## src/rtl/rfg_pkg.sv

```systemverilog
package rfg_pkg;
   typedef enum logic [1:0] {
      ST_ACQUIRE  = 2'd0,
      ST_WAIT_SFD = 2'd1,
      ST_WAIT_LEN = 2'd2,
      ST_DATA     = 2'd3
   } rfg_state_e;
endpackage

```

## src/rtl/rfg_sfd_timer.sv

```systemverilog
module rfg_sfd_timer #(
   parameter int TMO_W = 16
) (
   input  logic             clk,
   input  logic             rst_n,
   input  logic             run,
   input  logic             tick,
   input  logic             enable,
   input  logic [TMO_W-1:0] limit,
   output logic             expire
);
   localparam int CW = TMO_W + 1;

   logic [TMO_W-1:0] cnt;
   logic             active;
   logic [CW-1:0]    next_cnt;

   assign active   = enable && (limit != '0);
   assign next_cnt = {1'b0, cnt} + CW'(1);

   always_ff @(posedge clk or negedge rst_n) begin
      if (!rst_n)
         cnt <= '0;
      else if (!run)
         cnt <= '0;
      else if (active && tick && !next_cnt[TMO_W])
         cnt <= next_cnt[TMO_W-1:0];
   end

   // Fires on the tick that brings the count up to the limit.
   assign expire = run && active && tick && (next_cnt >= {1'b0, limit});
endmodule

```

## src/rtl/rfg_len_counter.sv

```systemverilog
module rfg_len_counter #(
   parameter int LEN_W = 16
) (
   input  logic             clk,
   input  logic             rst_n,
   input  logic             clear,
   input  logic             load,
   input  logic [LEN_W-1:0] load_val,
   input  logic             tick,
   output logic             done
);
   logic [LEN_W-1:0] cnt;
   logic             armed;

   always_ff @(posedge clk or negedge rst_n) begin
      if (!rst_n) begin
         cnt   <= '0;
         armed <= 1'b0;
      end else if (clear) begin
         armed <= 1'b0;
      end else if (load) begin
         cnt   <= load_val;
         armed <= 1'b1;
      end else if (armed && tick && cnt != '0) begin
         cnt <= cnt - LEN_W'(1);
      end
   end

   assign done = armed && tick && (cnt == LEN_W'(1));
endmodule

```

## src/rtl/rfg_fsm.sv

```systemverilog
module rfg_fsm
   import rfg_pkg::*;
#(
   parameter int MODE_W   = 2,
   parameter bit SFD_WINS = 1'b1
) (
   input  logic              clk,
   input  logic              rst_n,
   input  logic              acq_ok,
   input  logic              sfd_hit,
   input  logic              len_valid,
   input  logic              len_zero,
   input  logic [MODE_W-1:0] hdr_mode,
   input  logic              len_en,
   input  logic              tmo_expire,
   input  logic              len_done,
   output rfg_state_e        state,
   output logic              reacq_pulse,
   output logic              len_load
);
   rfg_state_e state_nx;
   logic       fire;
   logic       expire_eff;
   logic       mode_has_len;

   assign mode_has_len = (hdr_mode >= MODE_W'(2));

   generate
      if (SFD_WINS) begin : g_sfd_priority
         assign expire_eff = tmo_expire && !sfd_hit;
      end else begin : g_tmo_priority
         assign expire_eff = tmo_expire;
      end
   endgenerate

   always_comb begin
      state_nx = state;
      fire     = 1'b0;
      len_load = 1'b0;
      if (state != ST_ACQUIRE && !acq_ok) begin
         state_nx = ST_ACQUIRE;
      end else begin
         unique case (state)
            ST_ACQUIRE: if (acq_ok) state_nx = ST_WAIT_SFD;
            ST_WAIT_SFD: begin
               if (expire_eff) begin
                  fire     = 1'b1;
                  state_nx = ST_ACQUIRE;
               end else if (sfd_hit) begin
                  state_nx = mode_has_len ? ST_WAIT_LEN : ST_DATA;
               end
            end
            ST_WAIT_LEN: begin
               if (len_valid) begin
                  if (len_zero) begin
                     fire     = 1'b1;
                     state_nx = ST_ACQUIRE;
                  end else begin
                     len_load = len_en;
                     state_nx = ST_DATA;
                  end
               end
            end
            ST_DATA: begin
               if (len_done) begin
                  fire     = 1'b1;
                  state_nx = ST_ACQUIRE;
               end
            end
            default: state_nx = ST_ACQUIRE;
         endcase
      end
   end

   always_ff @(posedge clk or negedge rst_n) begin
      if (!rst_n) begin
         state       <= ST_ACQUIRE;
         reacq_pulse <= 1'b0;
      end else begin
         state       <= state_nx;
         reacq_pulse <= fire;
      end
   end
endmodule

```

## src/rtl/rx_frame_guard.sv

```systemverilog
module rx_frame_guard
   import rfg_pkg::*;
#(
   parameter int TMO_W    = 16,
   parameter int LEN_W    = 16,
   parameter int MODE_W   = 2,
   parameter bit SFD_WINS = 1'b1
) (
   input  logic              clk,
   input  logic              rst_n,
   input  logic              acq_ok,
   input  logic              sym_tick,
   input  logic              sfd_hit,
   input  logic [LEN_W-1:0]  len_word,
   input  logic              len_valid,
   input  logic              bit_tick,
   input  logic [MODE_W-1:0] hdr_mode,
   input  logic              sfd_tmo_en,
   input  logic              len_tmo_en,
   input  logic [TMO_W-1:0]  sfd_tmo_val,
   output logic              reacq_pulse,
   output logic [1:0]        state_o
);
   generate
      if (TMO_W < 1 || TMO_W > 32) begin : g_bad_tmo
         $error("rx_frame_guard: TMO_W must be 1..32");
      end
      if (LEN_W < 1 || LEN_W > 32) begin : g_bad_len
         $error("rx_frame_guard: LEN_W must be 1..32");
      end
      if (MODE_W < 2) begin : g_bad_mode
         $error("rx_frame_guard: MODE_W must be at least 2");
      end
   endgenerate

   rfg_state_e state;
   logic       tmo_expire;
   logic       len_done;
   logic       len_load;

   rfg_sfd_timer #(.TMO_W(TMO_W)) i_timer (
      .clk    (clk),
      .rst_n  (rst_n),
      .run    (state == ST_WAIT_SFD),
      .tick   (sym_tick),
      .enable (sfd_tmo_en),
      .limit  (sfd_tmo_val),
      .expire (tmo_expire)
   );

   rfg_len_counter #(.LEN_W(LEN_W)) i_len (
      .clk      (clk),
      .rst_n    (rst_n),
      .clear    (state == ST_ACQUIRE),
      .load     (len_load),
      .load_val (len_word),
      .tick     (bit_tick && state == ST_DATA),
      .done     (len_done)
   );

   rfg_fsm #(.MODE_W(MODE_W), .SFD_WINS(SFD_WINS)) i_fsm (
      .clk         (clk),
      .rst_n       (rst_n),
      .acq_ok      (acq_ok),
      .sfd_hit     (sfd_hit),
      .len_valid   (len_valid),
      .len_zero    (len_word == '0),
      .hdr_mode    (hdr_mode),
      .len_en      (len_tmo_en),
      .tmo_expire  (tmo_expire),
      .len_done    (len_done),
      .state       (state),
      .reacq_pulse (reacq_pulse),
      .len_load    (len_load)
   );

   assign state_o = state;
endmodule

```

## config.mk

```make
export PLATFORM = sky130hd
export DESIGN_NAME = rx_frame_guard
export DESIGN_NICKNAME = d
export VERILOG_FILES = /design/src/rtl/rfg_pkg.sv /design/src/rtl/rfg_sfd_timer.sv /design/src/rtl/rfg_len_counter.sv /design/src/rtl/rfg_fsm.sv /design/src/rtl/rx_frame_guard.sv
export SDC_FILE = /design/constraint.sdc
export NUM_CORES = 1
export LEC_CHECK = 0
export ABC_AREA = 1
export CAP_MARGIN = 0
export CORE_MARGIN = 8
export CORE_UTILIZATION = 25
export CTS_BUF_LIST = sky130_fd_sc_hd__clkbuf_8
export CTS_CLUSTER_DIAMETER = 120
export DETAILED_ROUTE_END_ITERATION = 8
export DONT_BUFFER_PORTS = 1
export HOLD_SLACK_MARGIN = 0.02
export SETUP_SLACK_MARGIN = 0.15
export SLEW_MARGIN = 20
export SYNTH_ARGS = -nofsm -noshare
export SYNTH_HDL_FRONTEND = slang
export SYNTH_HIERARCHICAL = 1
export SYNTH_SLANG_ARGS = --single-unit
```

## constraint.sdc

```tcl
create_clock -name clk -period 7.7 [get_ports clk]
set_input_delay 0.385 -clock clk [delete_from_list [all_inputs] [get_ports clk]]
set_output_delay 0.385 -clock clk [all_outputs]
set_load 0.01 [all_outputs]
```

Word-level counts from Yosys, hierarchy flattened:

Index checks and enable logic that the tools add are counted.

* add/sub/neg operators: 2
* order comparisons: 2
* eq/ne operators: 9
* mux-type cells: 25
* bitwise gates (word level): 1
* reductions and logical operators: 24

Operator list (number)
* 2-to-1 mux 16 bit: 4
* nonzero test 16 bit: 2
* adder 16 x 1 -> 17 bit, second input constant: 1
* greater-or-equal comparator 17 x 16 -> 1 bit: 1
* == test 16 x 1 -> 1 bit, second input constant: 1
* zero test 16 bit: 1
* subtractor 16 x 1 -> 16 bit, second input constant: 1
* 2-to-1 mux 2 bit: 7
* logical AND 1 bit: 12
* 2-to-1 mux 1 bit: 12
* one-hot mux 2 bit (4 select lines): 1
* inequality test 3 x 2 -> 1 bit, second input constant: 2
* nonzero test 2 bit: 3
* == test 2 bit, second input constant: 2
* inequality test 4 x 2 -> 1 bit, second input constant: 1
* AND reduction 4 bit: 1
* zero test 1 bit: 3
* inequality test 3 x 1 -> 1 bit, second input constant: 1
* one-hot mux 1 bit (3 select lines): 1
* == test 2 x 1 -> 1 bit, second input constant: 1
* greater-or-equal comparator 2 bit, second input constant: 1
* zero test 2 bit: 1
* inequality test 2 bit, second input constant: 1
* AND reduction 2 bit: 1
* NOT 1 bit: 1

* flip-flop bits (word level): 36
* output and inout port bits: 3
* word-level logic and storage cells: 68

Depth between registers and ports, before layout:

Gate-level depths: netlist (run 1).

* depth in word-level cells: 9
* gate-level depth with buffers: 22
* depth with buffers taken out: 22

Modules after synthesis:

The synthesis (run 1) kept the hierarchy.

Modules (own cells, without submodules)
* rfg_sfd_timer: instances 1, cells an instance 233, area an instance 1609.0 um2
* rfg_len_counter: instances 1, cells an instance 204, area an instance 1288.7 um2
* rfg_fsm: instances 1, cells an instance 44, area an instance 264.0 um2
* rx_frame_guard: instances 1, cells an instance 31, area an instance 121.4 um2

Worst setup path before layout (run 1):

No wires, ideal clock.

* path kind: register to register
* start point: register i_timer.cnt[0]
* end point: register i_fsm.state[0]
* arrival: 2.426 ns
* data required time: 7.583 ns
* slack: 5.157 ns
* cell stages (with the launch flop): 22
* path buffers: 0
* clock period less this slack: 2.543 ns
* path through: dfrtp_1 ha_1 nand2_2 inv_2 nand2_2 nor2_4 nand2_1 xnor2_1 ha_1 nand2_1 inv_1 nand2_1 inv_1 nand2_1 o21ai_0 nor2_1 a21oi_1 inv_1 nand3_1 nand3_2 nor2_1 nor2_1

* word-level cells in the longest chain between the ends: 7

Ends and longest elaborated chain
* start: declaration: RTL line rfg_sfd_timer.sv:14 `logic [TMO_W-1:0] cnt;`
* start signal: assignment: RTL line rfg_sfd_timer.sv:27 `cnt <= next_cnt[TMO_W-1:0];`
* adder 16 x 1 -> 17 bit *: RTL line rfg_sfd_timer.sv:19 `assign next_cnt = {1'b0, cnt} + CW'(1);`
* greater-or-equal comparator 17 x 16 -> 1 bit *: RTL line rfg_sfd_timer.sv:31 `assign expire = run && active && tick && (next_cnt >= {1'b0, limit});`
* logical AND 1 bit *: RTL line rfg_sfd_timer.sv:31
* via tmo_expire: RTL line rx_frame_guard.sv:37 `logic tmo_expire;`
* logical AND 1 bit *: RTL line rfg_fsm.sv:30 `assign expire_eff = tmo_expire && !sfd_hit;`
* 2-to-1 mux 2 bit: RTL line rfg_fsm.sv:46 `if (expire_eff) begin`
* one-hot mux 2 bit (4 select lines): RTL line rfg_fsm.sv:43 `unique case (state)`
* 2-to-1 mux 2 bit: RTL line rfg_fsm.sv:40 `if (state != ST_ACQUIRE && !acq_ok) begin`
* end signal: assignment: RTL line rfg_fsm.sv:80 `state <= state_nx;`
* end: declaration: RTL line rfg_fsm.sv:17 `output rfg_state_e state,`

The timed path passes the listed nets; every way through them passes the cells marked *.
A chain may end at the register's enable or synchronous reset.

Worst setup path after layout (run 1):

* start point: register i_timer.cnt[0]
* end point: register i_fsm.reacq_pulse

* word-level cells in the longest chain between the ends: 7

Ends and longest elaborated chain
* adder 16 x 1 -> 17 bit: RTL line rfg_sfd_timer.sv:19
* greater-or-equal comparator 17 x 16 -> 1 bit: RTL line rfg_sfd_timer.sv:31
* logical AND 1 bit: RTL line rfg_sfd_timer.sv:31
* via tmo_expire: RTL line rx_frame_guard.sv:37
* logical AND 1 bit: RTL line rfg_fsm.sv:30
* 2-to-1 mux 1 bit: RTL line rfg_fsm.sv:46
* one-hot mux 1 bit (3 select lines): RTL line rfg_fsm.sv:43
* 2-to-1 mux 1 bit: RTL line rfg_fsm.sv:40
* via i_fsm.fire: RTL line rfg_fsm.sv:22 `logic fire;`
* end signal: assignment: RTL line rfg_fsm.sv:81 `reacq_pulse <= fire;`
* end: declaration: RTL line rfg_fsm.sv:18 `output logic reacq_pulse,`

The timed path passes the listed nets, and every way through them passes these cells.

==> results.py, run 1 <==
metrics = {
    "final_layout": {
        "layout.cells.non_filler": 691,
        "fillCellCount": 1505,
        "fin_area_um2": 3570,
        "multiInputGateArea_um2": 2010,
        "diodes": 0,
        "final_nets": 576,
        "syn2layout_area_growth_pct": 8.65,
        "final_util_pct": 27.4,
        "regArea_um2": 901,
        "drive_above_1_share_pct": 11.5,
    },
    "timing": {
        "max_freq_mhz": 333,
        "setup_tns_ns": 0,
        "rsz0062_at_grt": "false",
        "worst_pin_slew_ns": 0.552,
        "post-route-worst-setup-slack_ns": 4.70,
        "slew_headroom_pct": 63.2,
        "hold_viol": 0,
        "holdWs_ns": 0.237,
        "final-max-slew-violation-count": 0,
        "skew_ns": 0.00848,
        "period_needed_ns": 3.00,
        "setup_viol": 0,
        "period_share_pct": 39.0,
    },
    "floorplanning": {
        "rows": 42,
        "die_y_um": 131,
        "dieArea_um2": 17100,
        "num_io_pins": 46,
        "die_x_um": 131,
        "core_area_um2": 13000,
        "start_util_pct": 25.2,
    },
    "setup_path": {
        "r2r_end": "i_fsm/reacq_pulse",
        "crit_type": "flip-flop to flip-flop",
        "r2r_slack_ns": 4.70,
        "cp.arrival_ns": 3.25,
        "startpoint_type": "flip-flop",
        "end_kind": "flip-flop",
        "path_max_fanout": 5,
        "rr_startpoint": "i_timer/cnt[0]",
        "r2r.worst_path.cells": 20,
        "required_ns": 7.94,
    },
    "logic_synthesis": {
        "ys_async_sr_fraction_pct": 100,
        "netlist_area_um2": 3280,
        "synth.area.top_cells": "dfrtp_1 27%, nand2_1 20%, inv_1 8.7%",
        "synth_edf_count": 0,
        "ys_ff_latch": 36,
        "synth_most_common_cell": "nand2_1",
        "synth_nets": 574,
        "ys_types": 38,
        "yosysWarnings": 6,
        "synth_area_per_cell_um2": 6.41,
        "seq_area_frac_synth_pct": 27.4,
        "synthCells": 512,
        "yosysTopAreaCell": "dfrtp_1",
        "yosys-top-cells-count": "172 x nand2_1, 76 x inv_1, 64 x nor2_1",
        "synth_ff_type": "dfrtp_1",
        "synth_top_area_share_pct": 27.4,
    },
    "clock_tree": {
        "numCtsBuffers": 5,
        "cts_setup_buffers": 0,
        "cts_tree": "yes",
        "clock_latency_ns": 0.30,
        "numClockSinks": 36,
        "clkSlewWorstSetupHoldPaths_ns": 0.08,
        "h-tree-depth": 2,
        "root_buffer": "clkbuf_8",
        "cts_max_path_buffers": 2,
    },
    "global_route": {
        "grt_pass1_wl_um": 13300,
        "grt_max_degree": 37,
        "grt_pass1_vias": 2820,
        "grt_antenna_before_repair": 0,
        "overflow": 0,
        "track_usage_pct": 9.87,
    },
    "routing": {
        "wl_per_cell_um": 11.4,
        "firstDrtPassIters": 4,
        "drc": 0,
        "ant_nets": 0,
        "drt_iter0_drc": 131,
        "num_vias": 2929,
        "wl_um": 7890,
        "vias_per_cell": 4.24,
    },
    "placed_design": {
        "preCtsSetupSlack_ns": 4.62,
        "dp_hpwl_um": 6070,
        "placed_cells": 681,
        "gp_congestion": 0.810,
        "port_buffers": 0,
        "placed_area_um2": 3440,
    },
    "power_and_ir_drop": {
        "pwr-share-seq_pct": 34.3,
        "p_clk_share_pct": 17.2,
        "power_mw": 0.849,
        "power_frac_comb_pct": 48.5,
        "netSwitchingPower_mw": 0.400,
        "internal-power_mw": 0.449,
        "power.density_nw_per_um2": 238,
        "leakage_nw": 1.99,
        "vdd_drop_max_mv": 0.0807,
        "p_sw_share_pct": 47.1,
    },
    "flow_run": {
        "cap_violations": 0,
    },
    "min_path": {
        "timing.hold.worst.class": "primary input to flip-flop",
        "min_path_cells": 2,
        "min_to": "i_fsm/reacq_pulse",
        "worstHoldStart": "acq_ok",
    },
    "status": {
        "status": "finished clean",
    },
}
-- cell families (layout without fill, tap and decap cells) --
| logic type | Yosys count | count (layout) | synth area share (%) |
|---|---|---|---|
| buffers and inverters | 88 | 91 | 11.4 |
| and+or+nand+nor | 327 | 327 | 44.6 |
| xor gates and xnor gates | 14 | 14 | 3.96 |
| muxes | 2 | 2 | 0.610 |
| DFF | 36 | 36 | 27.4 |
| adders and majority gates | 19 | 19 | 7.24 |
| AOI/OAI and AO/OA | 26 | 26 | 4.76 |
-- sequential cells by signal (all words and copies together), names as in the netlist --
name	flops
i_fsm/state	2
i_timer/cnt	16
i_len/cnt	16
i_len/armed	1
i_fsm/reacq_pulse	1
-- power groups by stage --
stage / clock, mW / combinational [mW] / sequential (mW)
final: 0.146 / 0.412 / 0.291
after global routing: 0.162 / 0.476 / 0.300
after CTS: 0.154 / 0.414 / 0.291
after detailed placement: 0 / 0.406 / 0.295
after global placement: 0 / 0.403 / 0.294
after floorplan: 0 / 0.343 / 0.276
-- critical path: stages (launching register included) --
cell	delay, ns
dfrtp_1	0.44
ha_1	0.21
nand2_2	0.06
inv_2	0.06
nand2_2	0.08
nor2_4	0.13
nand2_1	0.07
xnor2_1	0.17
ha_1	0.31
nand2_1	0.05
inv_1	0.06
nand2_1	0.08
inv_1	0.07
nand2_1	0.04
o21ai_0	0.18
nor2_1	0.06
a21oi_1	0.31
inv_1	0.10
nor3_1	0.23
o21ai_0	0.13
inv_1	0.08
-- layout make-up --
| cell class | instances | share of cell area, % |
|---|---|---|
| multi-input combinational | 388 | 56.4 |
| sequential | 36 | 25.3 |
| inverter | 79 | 8.31 |
| tap | 176 | 6.17 |
| clock buffer | 6 | 2.31 |
| timing repair buffer | 4 | 1.26 |
| clock inverter | 2 | 0.281 |
-- repair_timing --
| item | CTS | global route |
|---|---|---|
| hold buffers | 2 | 0 |
| endpoints found under the hold margin | 36 | 0 |
| endpoints found under the setup margin | 0 | 0 |
| gates resized for setup | 0 | 0 |
-- metal layers --
metal  global-route usage [%]  vias to the layer above  share of wire [%]
li1                         -                     1577                  -
met1                     12.6                     1304                 46
met2                     16.1                       42                 47
met3                     2.11                        6                5.0
met4                     3.44                        0                1.5
met5                        0                        -                  0
-- worst max path at each step --
| stage | from | to | slack, ns | cells past startpoint |
|---|---|---|---|---|
| finish | i_timer/cnt[0] | i_fsm/reacq_pulse | 4.70 | 20 |
| global route | i_timer/cnt[0] | i_fsm/reacq_pulse | 4.38 | 20 |
| CTS | i_timer/cnt[0] | i_fsm/reacq_pulse | 4.61 | 20 |
| detailed placement | i_timer/cnt[0] | i_fsm/reacq_pulse | 4.62 | 20 |
| global placement | i_timer/cnt[0] | i_fsm/reacq_pulse | 4.65 | 20 |
| floorplan | i_timer/cnt[0] | i_fsm/state[0] | 5.16 | 21 |
-- cell usage in the layout (no fill, tap or decap), drive strengths merged --
master	instances
nand2	192
inv	79
nor2	72
nand3	45
dfrtp	36
ha	19
a21oi	12
o21ai	12
xor2	8
clkbuf	6
nand4	6
xnor2	6
nor3	5
or2	3
buf	3
clkinv	2
mux2i	2
and3	1
and2	1
dlygate4sd3	1
o21bai	1
nor4	1
a31oi	1
nand3b	1
No activity file was read; power rests on OpenSTA's default activity.
==> run 2, diff against run 1 <==
==> constraint.sdc (replaced) <==
create_clock -name clk -period 2.85 [get_ports clk]
set_input_delay 0.1425 -clock clk [delete_from_list [all_inputs] [get_ports clk]]
set_output_delay 0.1425 -clock clk [all_outputs]
set_load 0.01 [all_outputs]
==> results.py, run 2 (synthesis results as in run 1) <==
metrics = {
    "floorplanning": {
        "rows": 42,
        "core_area_um2": 13000,
        "start_util_pct": 25.2,
        "num_io_pins": 46,
        "dieArea_um2": 17100,
        "die_x_um": 131,
        "die_y_um": 131,
    },
    "power_and_ir_drop": {
        "vdd_drop_max_mv": 0.179,
        "power.density_nw_per_um2": 580,
        "p_clk_share_pct": 14.6,
        "netSwitchingPower_mw": 1.07,
        "p_sw_share_pct": 47.2,
        "power_frac_comb_pct": 51.0,
        "internal-power_mw": 1.20,
        "power_mw": 2.27,
        "pwr-share-seq_pct": 34.5,
        "leakage_nw": 2.13,
    },
    "clock_tree": {
        "cts_tree": "yes",
        "numClockSinks": 36,
        "clkSlewWorstSetupHoldPaths_ns": 0.07,
        "cts_max_path_buffers": 2,
        "h-tree-depth": 2,
        "numCtsBuffers": 5,
        "clock_latency_ns": 0.29,
        "root_buffer": "clkbuf_8",
    },
    "status": {
        "status": "finished clean",
    },
    "final_layout": {
        "mostFrequentLayoutCells": "166 x nand2_1, 71 x inv_1, 57 x nor2_1",
        "diodes": 0,
        "final_util_pct": 30.0,
        "drive_above_1_share_pct": 20.6,
        "mostFrequentLayoutCell": "nand2_1",
        "layout.cells.non_filler": 704,
        "final_nets": 592,
        "syn2layout_area_growth_pct": 19.1,
        "reg_top3": "i_len/cnt (16), i_timer/cnt (16), i_fsm/state (2)",
    },
    "global_route": {
        "track_usage_pct": 9.84,
        "top_usage_layer": "met2",
        "met2_usage_pct": 16.4,
        "grt_use_met1_pct": 12.5,
        "grt_pass1_vias": 2848,
        "grt_pass1_wl_um": 13400,
        "grt_max_degree": 37,
        "grt_antenna_before_repair": 0,
        "use_met3_pct": 2.15,
        "overflow": 0,
    },
    "routing": {
        "drc": 0,
        "ant_nets": 0,
        "wl_per_cell_um": 11.7,
        "vias_per_cell": 4.29,
        "wl_um": 8240,
        "drt_iter0_drc": 146,
        "num_vias": 3017,
        "firstDrtPassIters": 4,
    },
    "timing": {
        "post-route-worst-setup-slack_ns": 0.219,
        "period_share_pct": 92.3,
        "final-max-slew-violation-count": 0,
        "worst_pin_slew_ns": 0.528,
        "period_needed_ns": 2.63,
        "setup_viol": 0,
        "max_freq_mhz": 380,
        "setup_tns_ns": 0,
        "slew_headroom_pct": 64.7,
        "rsz0062_at_grt": "true",
        "hold_viol": 0,
        "skew_ns": 0.00943,
    },
    "setup_path": {
        "cp_common_cell": "nand2_1",
        "cp_slowest_cell": "dfrtp_1",
        "crit_family": "simple AND/OR/NAND/NOR gates",
        "startpoint_type": "flip-flop",
        "path_buf_inv": 3,
        "max_stage_delay_ns": 0.39,
        "cp.arrival_ns": 2.85,
        "path_max_fanout": 3,
        "path_cells": "ha_2, nand2_2, inv_2, nand2_4, nor2_4, buf_6, xor2_4, ha_4, nand2_4, nor2_2, nand3_1, nand2_1, nand2_1, nand2_1, nand2_2, a21oi_4, inv_2, nand3_2, nand3_2, nand2_1, nand2_1, nor2_1",
        "required_ns": 3.07,
        "end_kind": "flip-flop",
        "crit_type": "flip-flop to flip-flop",
    },
    "flow_run": {
        "cap_violations": 0,
    },
    "placed_design": {
        "port_buffers": 0,
        "placed_cells": 689,
        "preCtsSetupSlack_ns": 0.0310,
        "gp_congestion": 0.839,
        "dp_hpwl_um": 6210,
    },
    "min_path": {
        "timing.hold.worst.class": "primary input to flip-flop",
    },
}
[run 2: cell types whose count changed in the layout (fill, tap and decap cells not counted), sizes merged]
cell	previous run	this run
clkbuf	6	5
dlygate4sd3	1	2
clkinv	2	0
buf	3	18
[run 2: power groups by stage]
| stage | Sequential (mW) | Combinational [mW] | Clock (mW) |
|---|---|---|---|
| 6_report | 0.782 | 1.16 | 0.331 |
| 5_1_grt | 0.804 | 1.34 | 0.378 |
| 4_1_cts | 0.781 | 1.14 | 0.354 |
| 3_5_place_dp | 0.790 | 1.11 | 0 |
| 3_3_place_gp | 0.792 | 1.10 | 0 |
| 2_1_floorplan | 0.746 | 0.926 | 0 |
[run 2: routing by layer]
layer	vias to the layer above	routed length (um)	share of wire, %
li1	1605	-	-
met1	1363	3830	46
met2	43	3950	48
met3	6	345	4.2
met4	0	110	1.3
met5	-	0	0
[run 2: repair_timing]
item                                    in CTS  in global routing
hold buffers                                 3                  0
endpoints found under the hold margin       37                  0
pin swaps                                    2                 26
buffers inserted                             0                  7
endpoints found under the setup margin       3                  3
gates resized for setup                      4                 52
[run 2: path summary, 6_finish.rpt]
kind | from | end | slack [ns] | cells past startpoint
worst max register to register | i_timer/cnt[0] | i_fsm/state[0] | 0.22 | 22
worst min-delay path | len_word[4] | i_len/cnt[4] | 0.05 | 2
max in group asynchronous | rst_n | i_timer/cnt[7] | 2.32 | 2
worst min register to register | i_len/armed | i_len/armed | 0.50 | 2
min in group asynchronous | rst_n | i_len/cnt[6] | 0.31 | 2
worst max-delay path | i_timer/cnt[0] | i_fsm/state[0] | 0.22 | 22
[run 2: through the flow]
stage	area [um^2]	hold slack, ns
final	3910	0.0511
after detailed placement	3500	-0.151
after floorplan	3280	-0.153
after CTS	3620	0.0373
after global placement	3500	-0.151
after global routing	3910	0.0484
[run 2: area by class of cell]
class	instances	area [um^2]
fill	1471	9120
multi-input combinational	388	2240
sequential	36	903
inverter	79	297
tap	176	220
timing repair buffer	20	183
clock buffer	5	68.8
==> run 3, diff against run 2 <==
--- a/config.mk
+++ b/config.mk
@@ -14,6 +14,7 @@
 export DETAILED_ROUTE_END_ITERATION = 8
 export DONT_BUFFER_PORTS = 1
 export HOLD_SLACK_MARGIN = 0.02
+export PLACE_DENSITY = 0.42
 export SETUP_SLACK_MARGIN = 0.15
 export SLEW_MARGIN = 20
 export SYNTH_ARGS = -nofsm -noshare
==> results.py, run 3 (synthesis results as in run 1) <==
metrics = {
    "setup_path": {
        "crit_family": "simple AND/OR/NAND/NOR gates",
        "cp.arrival_ns": 2.97,
        "cp_slowest_cell": "dfrtp_1",
        "path_buf_inv": 3,
        "required_ns": 3.08,
        "path_cells": "nand2_1, nor2_1, nand3_1, xor2_1, inv_1, ha_1, nand2_1, nor2_2, nand4_1, o21ai_2, nor2_1, a21oi_2, buf_4, inv_2, nand3_2, nand3_2, nand2_1, nand2_1, nor2_1",
        "path_max_fanout": 5,
        "end_kind": "flip-flop",
        "startpoint_type": "flip-flop",
        "cp_common_cell": "nand2_1",
        "crit_type": "flip-flop to flip-flop",
        "max_stage_delay_ns": 0.47,
    },
    "routing": {
        "drt_iter0_drc": 151,
        "drc": 0,
        "num_vias": 3058,
        "wl_per_cell_um": 12.5,
        "ant_nets": 0,
        "vias_per_cell": 4.34,
        "firstDrtPassIters": 5,
        "wl_um": 8800,
    },
    "global_route": {
        "grt_antenna_before_repair": 0,
        "grt_max_degree": 37,
        "track_usage_pct": 10.9,
        "grt_pass1_vias": 3024,
        "grt_pass1_wl_um": 14800,
        "overflow": 0,
    },
    "timing": {
        "slew_headroom_pct": 63.3,
        "rsz0062_at_grt": "true",
        "post-route-worst-setup-slack_ns": 0.106,
        "worst_pin_slew_ns": 0.545,
        "skew_ns": 0.00322,
        "holdWs_ns": 0.0521,
        "hold_viol": 0,
        "period_share_pct": 96.3,
        "setup_viol": 0,
        "final-max-slew-violation-count": 0,
        "max_freq_mhz": 364,
        "period_needed_ns": 2.74,
    },
    "power_and_ir_drop": {
        "vdd_drop_max_mv": 0.310,
        "leakage_nw": 2.12,
        "power_mw": 2.30,
        "power.density_nw_per_um2": 603,
    },
    "final_layout": {
        "fillCellCount": 1494,
        "syn2layout_area_growth_pct": 16.3,
        "final_nets": 590,
        "multiInputGateArea_um2": 2160,
        "drive_above_1_share_pct": 18.3,
        "layout.cells.non_filler": 705,
        "final_util_pct": 29.3,
        "mostFrequentLayoutCells": "169 x nand2_1, 72 x inv_1, 60 x nor2_1",
        "mostFrequentLayoutCell": "nand2_1",
        "reg_top3": "i_len/cnt (16), i_timer/cnt (16), i_fsm/state (2)",
        "diodes": 0,
        "regArea_um2": 902,
    },
    "status": {
        "status": "finished clean",
    },
    "floorplanning": {
        "rows": 42,
        "num_io_pins": 46,
        "core_area_um2": 13000,
        "die_x_um": 131,
        "dieArea_um2": 17100,
        "start_util_pct": 25.2,
        "die_y_um": 131,
    },
    "placed_design": {
        "dp_hpwl_um": 6740,
        "preCtsSetupSlack_ns": 0.00267,
        "placed_cells": 689,
        "gp_congestion": 0.828,
        "port_buffers": 0,
    },
    "min_path": {
        "timing.hold.worst.class": "primary input to flip-flop",
    },
    "clock_tree": {
        "numCtsBuffers": 5,
        "cts_tree": "yes",
        "root_buffer": "clkbuf_8",
        "clkSlewWorstSetupHoldPaths_ns": 0.08,
        "clock_latency_ns": 0.29,
        "numClockSinks": 36,
        "cts_max_path_buffers": 2,
        "h-tree-depth": 2,
    },
    "flow_run": {
        "cap_violations": 0,
    },
}
## run 3: changes by cell type in the layout (fill, tap and decap cells not counted), moves of 3 or more
cell / delta
buf_6: -4
nand2_2: -3
nand2_1: +3
nor2_1: +3
## run 3: layout make-up
| class | instances | share of cell area, % |
|---|---|---|
| multi-input combinational | 388 | 56.5 |
| sequential | 36 | 23.6 |
| clock buffer | 5 | 1.80 |
| inverter | 79 | 7.83 |
| tap | 176 | 5.76 |
| timing repair buffer | 18 | 4.00 |
| clock inverter | 3 | 0.491 |
## run 3: worst paths after layout
| path | from | endpoint | slack, ns | cells after the start |
|---|---|---|---|---|
| min reg2reg | i_len/armed | i_len/armed | 0.50 | 2 |
| min in group asynchronous | rst_n | i_len/cnt[11] | 0.34 | 2 |
| max reg2reg | i_timer/cnt[5] | i_fsm/state[0] | 0.11 | 19 |
| max in group asynchronous | rst_n | i_timer/cnt[3] | 2.30 | 2 |
| max | i_timer/cnt[5] | i_fsm/state[0] | 0.11 | 19 |
| min | len_word[4] | i_len/cnt[4] | 0.05 | 2 |
## run 3: layer usage
metal / global-route usage (%) / wire length (um)
met1: 14.6 / 4300
met2: 17.8 / 4130
met3: 1.99 / 299
met4: 2.36 / 74
met5: 0 / 0
## run 3: stage by stage
step / TNS, ns / area (um^2)
3_5_place_dp: 0 / 3500
4_1_cts: 0 / 3770
6_report: 0 / 3820
5_1_grt: -0.235 / 3820
2_1_floorplan: 0 / 3280
3_3_place_gp: 0 / 3500
## run 3: what timing repair did
item | 4_1_cts | 5_1_grt
buffers inserted | 5 | 0
resized for setup | 22 | 13
hold endpoints to repair | 37 | 0
pin swaps | 12 | 21
hold buffers | 3 | 0
setup endpoints to repair | 3 | 3
## run 3: report_power, final
part / switching, mW / internal (mW)
combinational: 0.734 / 0.412
clock: 0.207 / 0.171
sequential: 0.162 / 0.617
total: 1.10 / 1.20
